## src/rtl/csel_final_adder.sv

```systemverilog
module csel_final_adder #(
  parameter int WIDTH = 24,
  parameter int SEG   = 4
) (
  input  logic             clk,
  input  logic             rst,
  input  logic             in_valid,
  input  logic [WIDTH-1:0] in_sum_vec,
  input  logic [WIDTH-1:0] in_carry_vec,
  output logic             out_valid,
  output logic [WIDTH-1:0] out_sum
);
  localparam int NSEG   = WIDTH / SEG;
  localparam int LOW    = NSEG / 2;
  localparam int HIGH   = NSEG - LOW;
  localparam int LOW_W  = LOW * SEG;
  localparam int HIGH_W = HIGH * SEG;
  localparam logic [SEG:0] ONE = {{SEG{1'b0}}, 1'b1};

  logic [2:0] v_q;

  always_ff @(posedge clk) begin
    if (rst) v_q <= '0;
    else     v_q <= {v_q[1:0], in_valid};
  end
  assign out_valid = v_q[2];

  // stage 1: both carry-in outcomes for every segment
  logic [NSEG-1:0][SEG:0] pre0_d, pre1_d, pre0_q, pre1_q;

  for (genvar i = 0; i < NSEG; i++) begin : g_pre
    assign pre0_d[i] = {1'b0, in_sum_vec[i*SEG +: SEG]} + {1'b0, in_carry_vec[i*SEG +: SEG]};
    assign pre1_d[i] = pre0_d[i] + ONE;
  end

  always_ff @(posedge clk) begin
    pre0_q <= pre0_d;
    pre1_q <= pre1_d;
  end

  // stage 2: resolve the lower half, delay the upper pairs
  logic [LOW:0]      c_lo;
  logic [LOW_W-1:0]  lo_sum_d, lo_sum_q;
  logic              cmid_q;
  logic [HIGH-1:0][SEG:0] hi0_q, hi1_q;

  assign c_lo[0] = 1'b0;
  for (genvar j = 0; j < LOW; j++) begin : g_lo
    logic [SEG:0] pick;
    assign pick = c_lo[j] ? pre1_q[j] : pre0_q[j];
    assign lo_sum_d[j*SEG +: SEG] = pick[SEG-1:0];
    assign c_lo[j+1] = pick[SEG];
  end

  always_ff @(posedge clk) begin
    lo_sum_q <= lo_sum_d;
    cmid_q   <= c_lo[LOW];
    hi0_q    <= pre0_q[NSEG-1:LOW];
    hi1_q    <= pre1_q[NSEG-1:LOW];
  end

  // stage 3: resolve the upper half
  logic [HIGH:0]     c_hi;
  logic [HIGH_W-1:0] hi_sum_d;

  assign c_hi[0] = cmid_q;
  for (genvar k = 0; k < HIGH; k++) begin : g_hi
    logic [SEG:0] pick;
    assign pick = c_hi[k] ? hi1_q[k] : hi0_q[k];
    assign hi_sum_d[k*SEG +: SEG] = pick[SEG-1:0];
    assign c_hi[k+1] = pick[SEG];
  end

  always_ff @(posedge clk) out_sum <= {hi_sum_d, lo_sum_q};

  a_r1_sum_matches: assert property (@(posedge clk) disable iff (rst)
    out_valid |-> out_sum == $past(in_sum_vec, 3) + $past(in_carry_vec, 3));

  a_r2_valid_latency: assert property (@(posedge clk) disable iff (rst)
    out_valid |-> $past(in_valid, 3));

  a_r3_reset_clears: assert property (@(posedge clk)
    rst |=> !out_valid);

  a_r5_lower_half: assert property (@(posedge clk) disable iff (rst)
    v_q[0] |-> {c_lo[LOW], lo_sum_d} ==
      {1'b0, $past(in_sum_vec[LOW_W-1:0])} + {1'b0, $past(in_carry_vec[LOW_W-1:0])});

  a_r4_full_carry: assert property (@(posedge clk) disable iff (rst)
    v_q[1] |-> {c_hi[HIGH], hi_sum_d, lo_sum_q} ==
      {1'b0, $past(in_sum_vec, 2)} + {1'b0, $past(in_carry_vec, 2)});
endmodule

```

## config.mk

```make
export PLATFORM = sky130hd
export DESIGN_NAME = csel_final_adder
export DESIGN_NICKNAME = d
export VERILOG_FILES = /design/src/rtl/csel_final_adder.sv
export SDC_FILE = /design/constraint.sdc
export NUM_CORES = 1
export LEC_CHECK = 0
export BUFFER_PORTS_ARGS = -buffer_cell sky130_fd_sc_hd__buf_2
export CAP_MARGIN = 20
export CORE_MARGIN = 8
export CORE_UTILIZATION = 55
export CTS_BUF_LIST = sky130_fd_sc_hd__clkbuf_8
export CTS_CLUSTER_SIZE = 10
export DETAILED_ROUTE_END_ITERATION = 10
export HOLD_SLACK_MARGIN = 0.15
export PLACE_DENSITY = 0.77
export SLEW_MARGIN = 20
export SYNTH_ARGS = -nofsm -noshare
export SYNTH_HDL_FRONTEND = slang
export SYNTH_SLANG_ARGS = --single-unit
export TNS_END_PERCENT = 50
```

## constraint.sdc

```tcl
create_clock -name clk -period 5.8 [get_ports clk]
set_clock_uncertainty 0.15 [all_clocks]
set_input_delay 1.45 -clock clk [delete_from_list [all_inputs] [get_ports clk]]
set_output_delay 1.45 -clock clk [all_outputs]
set_load 0.01 [all_outputs]
```

==> Yosys cells after proc, flatten, opt, wreduce, memory -nomap -nowiden <==
Index checks and enable logic that the tools add are counted.
{ "word_totals": {"output_inout_bits": 25, "inputBits": 51, "ff_bits": 121, "wordCells": 37} }
{ "op_classes": {"addsub": 11, "muxes": 5} }
{ "ops": {"columns": ["op", "count"], "rows": [
  ["$add 4x4->5", 5],
  ["$add 5x1->5 const B", 4],
  ["$mux 5", 4],
  ["$add 4x1->4 const B", 1],
  ["$add 4x4->4", 1],
  ["$mux 4", 1]
]} }

==> Depth between registers and ports, before layout <==
Gate-level depths: netlist (run 1).
{ "depth": {"depth_word": 3, "ltp_mapped": 8} }

==> Least setup slack after synthesis (run 1) <==
Ideal clock, no wire load.
{ "synth_path": {"path_kind": "input to register", "from": "input port in_sum_vec[4]", "to": "register pre1_q[9] (netlist name)", "stages": 6, "path_slack_ns": 2.717, "t_required_ns": 5.532, "t_arrival_ns": 2.815, "path_cell_list": "ha_1 fa_1 ha_1 nand3_1 mux2_2 xnor2_1"} }
{ "synth_lines": {"columns": ["element", "line_no", "rtl"], "rows": [
  ["start, declared", "8", "input logic [WIDTH-1:0] in_sum_vec,"],
  ["end signal, assigned", "38", "pre1_q <= pre1_d;"],
  ["end, declared", "29", "logic [NSEG-1:0][SEG:0] pre0_d, pre1_d, pre0_q, pre1_q;"]
]} }

==> reports/metrics.cfg, run 1 <==
[route]
ant_nets=0
met2WireLength_mm=2.95
drt-total-wl_mm=5.63
wl_met1_mm=2.25
drc=0
dr_total_vias=2123
wl_per_cell_um=12.1
highest_layer=met5
drt_iter0_markers=44
drtPass1Iterations=4
wl_met3_um=296
via_per_inst=4.57

[critical_path]
ff2ff_path_depth=3
critPathMaxStageDelay_ns=0.40
cp-start-kind=input pin
crit_slowest_cell=fa_1
worst-path-buf-inv=1
crit_cells=7
crit-reg2reg-capture=out_sum[20]
cp.required_ns=5.94
critical_path_class=in2reg
worstPathMaxFanout=5
crit_end=pre1_q[9]
critical_path.top_delay_family=adder cells
r2r_slack_ns=3.93
cp-end-kind=register
reg2reg_from=cmid_q
arrival_ns=3.06
crit_chain=buf_2 -> ha_1 -> fa_1 -> xor2_1 -> nand3_1 -> mux2_2 -> xnor2_1
cp-startpoint=in_sum_vec[4]

[die]
coreArea_um2=6760
die_y_um=99.3
die_x_um=99.3
initial_core_util=0.564
pin_count=76
rows=30
fp.dieArea_um2=9850

[final_layout]
layoutNonFillerInstCount=465
fin_nets=457
n_antenna_cell=0
final.fill_count=493
area_growth_pct=25.2
final_cell_area_um2=4770
post-route-util=0.707
layout-drive-gt1-share=0.327

[global_routing]
grt_overflow=0
antenna_found_initial=1
grt_pass1_vias=2260
grt_max_degree=17
grt_pass1_wl_mm=9.57
track_usage=0.125

[synth]
synth.most_common_cell=dfxtp_1
synth_edf_count=0
synthCells=278
ys_seq_elements=121
yosys_warnings=0
ys_seq_area_frac=0.635
synth_top_area_share=0.635
synth_area_leader_cell=dfxtp_1
synth_cell_types=18
synth_commonest_cells=121 x dfxtp_1, 28 x ha_1, 26 x inv_1
syn_nets=363
syn_avg_cell_area_um2=13.7
netlist_top_cells_area=dfxtp_1 64%, ha_1 9.2%, mux2_2 5.3%, xnor2_1 3.7%, fa_1 3.1%
netlist_area_um2=3810
dominantRegCellSynth=dfxtp_1
async_flop_share=0

[sta]
finalSetupViolations=0
fin_crit_ns=2.92
clock.fmax_ghz=0.342
setup_tns_ns=0
slew-limit-headroom=0.639
rsz0062_at_grt=no
holdWs_ns=0.176
fin_crit_sh=0.504
drv_slew=0
fin_ws_ns=2.88
tightest_slew_ns=0.527
final_hold_viol_count=0

[cts]
clk_path_buf_depth=2
cts.repair.resized=0
root_buffer=clkbuf_8
cts_tree=yes
numCtsBuffers=17
cts-hold-fix-buffers=0
clk-insertion-delay-late_ns=0.39
h-tree-depth=4
clk_pin_slew_ns=0.07
post_cts_buffers=0
cts.sinks=121

[placed_design]
io_buffers=75
post_dp_cell_area_um2=4290
dpl.hpwl_mm=4.24
gp_congestion=0.742
place_worst_setup_slack_ns=2.47
placed_cells=433

[power]
powerDensity_nw_per_um2=464
p_leak_nw=2.29
power_mw=2.22
clkPwrFrac=0.397
switching_share=0.217
seqPwrFrac=0.478
p_switching_uw=482
combPwrFrac=0.126
power.internal_mw=1.73
max-vdd-ir-drop_uv=249

[flow_run]
maxCapViolCount=0

[min_path]
min_from=pre0_q[16]
hold_class=reg2reg

[outcome]
status=finished clean

## worst reg2reg max path, cell delays in order, from the launching register on
cell,delay [ns]
dfxtp_1,0.50
mux2i_4,0.41
mux2i_4,0.35
mux2_1,0.34
## cell usage in the layout (no fill, tap or decap), types with 7 or more instances in the layout
master | synthesis | routed
nor2b_1 | 7 | 7
xnor2_1 | 16 | 16
xor2_1 | 11 | 11
inv_1 | 26 | 27
ha_1 | 28 | 28
a21o_1 | 8 | 8
mux2_2 | 18 | 18
buf_2 | 0 | 75
nand3_1 | 8 | 8
dfxtp_1 | 121 | 121
clkbuf_8 | 0 | 19
## state kept, by name (all words and copies together), names as in the netlist
name,flops
lo_sum_q,12
hi1_q,14
pre0_q,24
out_sum,24
g_lo.pick,5
hi0_q,14
pre1_q,24
cmid_q,1
v_q,3
## worst min-delay path by stage
stage	end	slack, ns	cells past startpoint
2_1_floorplan	hi0_q[0]	0.16	0
3_3_place_gp	hi1_q[9]	0.16	0
3_5_place_dp	hi0_q[10]	0.16	0
4_1_cts	hi0_q[2]	0.18	0
5_1_grt	lo_sum_q[2]	0.18	0
6_report	hi0_q[1]	0.18	0
## cell families after synthesis
kind of cell | after synthesis | synth area share
buffers and inverters | 26 | 0.0256
xor gates and xnor gates | 27 | 0.0620
adders and majority gates | 34 | 0.123
DFF | 121 | 0.635
muxes | 28 | 0.0873
AOI/OAI and AO/OA | 18 | 0.0289
and+or+nand+nor | 24 | 0.0377
## final cells by class
type | count | area (µm²) | share of cell area
tap | 80 | 100 | 0.0210
inverter | 26 | 97.6 | 0.0204
clock inverter | 13 | 224 | 0.0469
timing repair buffer | 75 | 375 | 0.0786
clock buffer | 19 | 262 | 0.0548
sequential | 121 | 2420 | 0.507
multi-input combinational | 131 | 1290 | 0.271
## per-layer routing
metal,track usage,vias up
met2,0.220,50
li1,-,1108
met4,0.0827,2
met1,0.116,953
met3,0.0531,10
met5,0,-
## power groups by stage
stage | registers (mW) | logic (mW) | clock network (mW)
finish | 1.06 | 0.279 | 0.879
global route | 1.08 | 0.314 | 0.935
CTS | 1.06 | 0.285 | 0.897
detailed placement | 1.08 | 0.282 | 0
global placement | 1.07 | 0.274 | 0
floorplan | 1.09 | 0.159 | 0
Power figures use the tool's default switching activity.
==> inputs of run 2 (changes only) <==
CORE_UTILIZATION = 51   (was 55)
PLACE_DENSITY = 0.75   (was 0.77)
clock period = 2.46 ns   (was 5.8 ns; I/O delays follow)
==> run 2 against run 1 <==
Setup slack got worse by 2.4 ns; combinational power rose by 140%; worst hold slack barely moved; final cell count rose by 4.9%; non-clock buffer count rose by 4; sequential share of layout area rose by 0.053 points; utilization fell by 4.9 points; global-route usage fell by 0.54 points; die area rose by 6.6%; sequential cell count did not move.
==> reports/metrics.cfg, run 2 (synthesized netlist as in run 1, its figures left out) <==
[outcome]
status=finished clean

[power]
powerDensity_nw_per_um2=1050
combPwrFrac=0.135
clkPwrFrac=0.367
power.internal_mw=3.87
switching_share=0.227
p_leak_nw=2.28
max-vdd-ir-drop_uv=600
seqPwrFrac=0.498
power_mw=5.00
p_switching_mw=1.13

[global_routing]
grt_overflow=0
grt_pass1_wl_mm=9.38
grt_pass1_vias=2338
antenna_found_initial=0
grt_max_degree=17
track_usage=0.120

[placed_design]
io_buffers=75
post_dp_cell_area_um2=4340
dpl.hpwl_mm=4.23
placed_cells=456
gp_congestion=0.806
place_worst_setup_slack_ns=-0.00406

[sta]
slew-limit-headroom=0.656
clock.fmax_ghz=0.494
fin_crit_sh=0.823
fin_crit_ns=2.02
tightest_slew_ns=0.502
final_hold_viol_count=0
finalSetupViolations=0
drv_slew=0
rsz0062_at_grt=no
fin_ws_ns=0.436

[critical_path]
cpMostUsedCell=ha_1
critPathMaxStageDelay_ns=0.53
worstPathMaxFanout=3
arrival_ns=2.17
reg2reg_from=cmid_q
cp.required_ns=2.60
crit_slowest_cell=fa_1
critical_path_class=in2reg
cp-startpoint=in_sum_vec[4]
cp-end-kind=register
cp-start-kind=input pin
crit_chain=buf_2 -> ha_1 -> fa_1 -> ha_1 -> nand3_1 -> mux2_2 -> xnor2_1

[final_layout]
final_cell_area_um2=4770
mostFrequentLayoutCells=121 x dfxtp_1, 75 x buf_2, 28 x ha_1
reg.largest.list=out_sum (24), pre0_q (24), pre1_q (24)
n_antenna_cell=0
layoutNonFillerInstCount=488
layout-drive-gt1-share=0.334
area_growth_pct=25.1
final.fill_count=585
final_common_cell=dfxtp_1
fin_nets=461
post-route-util=0.658

[cts]
cts.sinks=121
cts-hold-fix-buffers=0
post_cts_buffers=0
cts.repair.resized=0
numCtsBuffers=17
clk_path_buf_depth=2
h-tree-depth=4
clk-insertion-delay-late_ns=0.40
cts_tree=yes
clk_pin_slew_ns=0.07
root_buffer=clkbuf_8

[die]
rows=31
pin_count=76
initial_core_util=0.526
fp.dieArea_um2=10500
die_x_um=102
die_y_um=102
coreArea_um2=7250

[route]
via_per_inst=4.43
ant_nets=0
drt-total-wl_mm=5.56
drtPass1Iterations=4
drt_iter0_markers=29
wl_per_cell_um=11.4
drc=0
dr_total_vias=2164

[flow_run]
maxCapViolCount=0

[min_path]
min_from=lo_sum_q[3]
hold_class=reg2reg

run 2: final cells by class:
class / count / area, µm² / share of cell area
clock buffer: 18 / 248 / 0.0519
clock inverter: 14 / 179 / 0.0375
inverter: 26 / 97.6 / 0.0205
multi-input combinational: 131 / 1290 / 0.271
sequential: 121 / 2420 / 0.508
tap: 99 / 124 / 0.0260
timing repair buffer: 79 / 405 / 0.0850
run 2: layer usage:
| metal | share of wire | GRT usage |
|---|---|---|
| met1 | 0.37 | 0.0995 |
| met2 | 0.55 | 0.220 |
| met3 | 0.067 | 0.0654 |
| met4 | 0.017 | 0.0655 |
| met5 | 0 | 0 |
run 2: power groups by stage:
stage	Combinational [mW]	Sequential (mW)	Clock, mW
5_1_grt	0.751	2.54	1.98
3_3_place_gp	0.664	2.52	0
6_report	0.673	2.49	1.83
3_5_place_dp	0.681	2.54	0
2_1_floorplan	0.374	2.58	0
4_1_cts	0.690	2.50	1.89
run 2: critical path: cells and delay by family:
| kind | cells | cell delay, ns |
|---|---|---|
| XOR/XNOR | 1 | 0.12 |
| adder cells (fa/ha/maj) | 3 | 0.97 |
| buffers and inverters | 1 | 0.10 |
| multiplexers | 1 | 0.28 |
| AND/OR/NAND/NOR | 1 | 0.09 |
run 2: per-stage QoR:
step | TNS (ns) | hold slack [ns]
floorplan | 0 | 0.160
global placement | 0 | 0.160
detailed placement | -0.00406 | 0.162
CTS | 0 | 0.175
global route | 0 | 0.182
finish | 0 | 0.176
run 2: worst paths after layout:
kind	depth (start not counted)	end	slack, ns
setup / recovery	7	pre1_q[9]	0.44
setup reg to reg	3	out_sum[23]	0.57
hold / removal	0	out_sum[3]	0.18
hold reg to reg	0	out_sum[3]	0.18
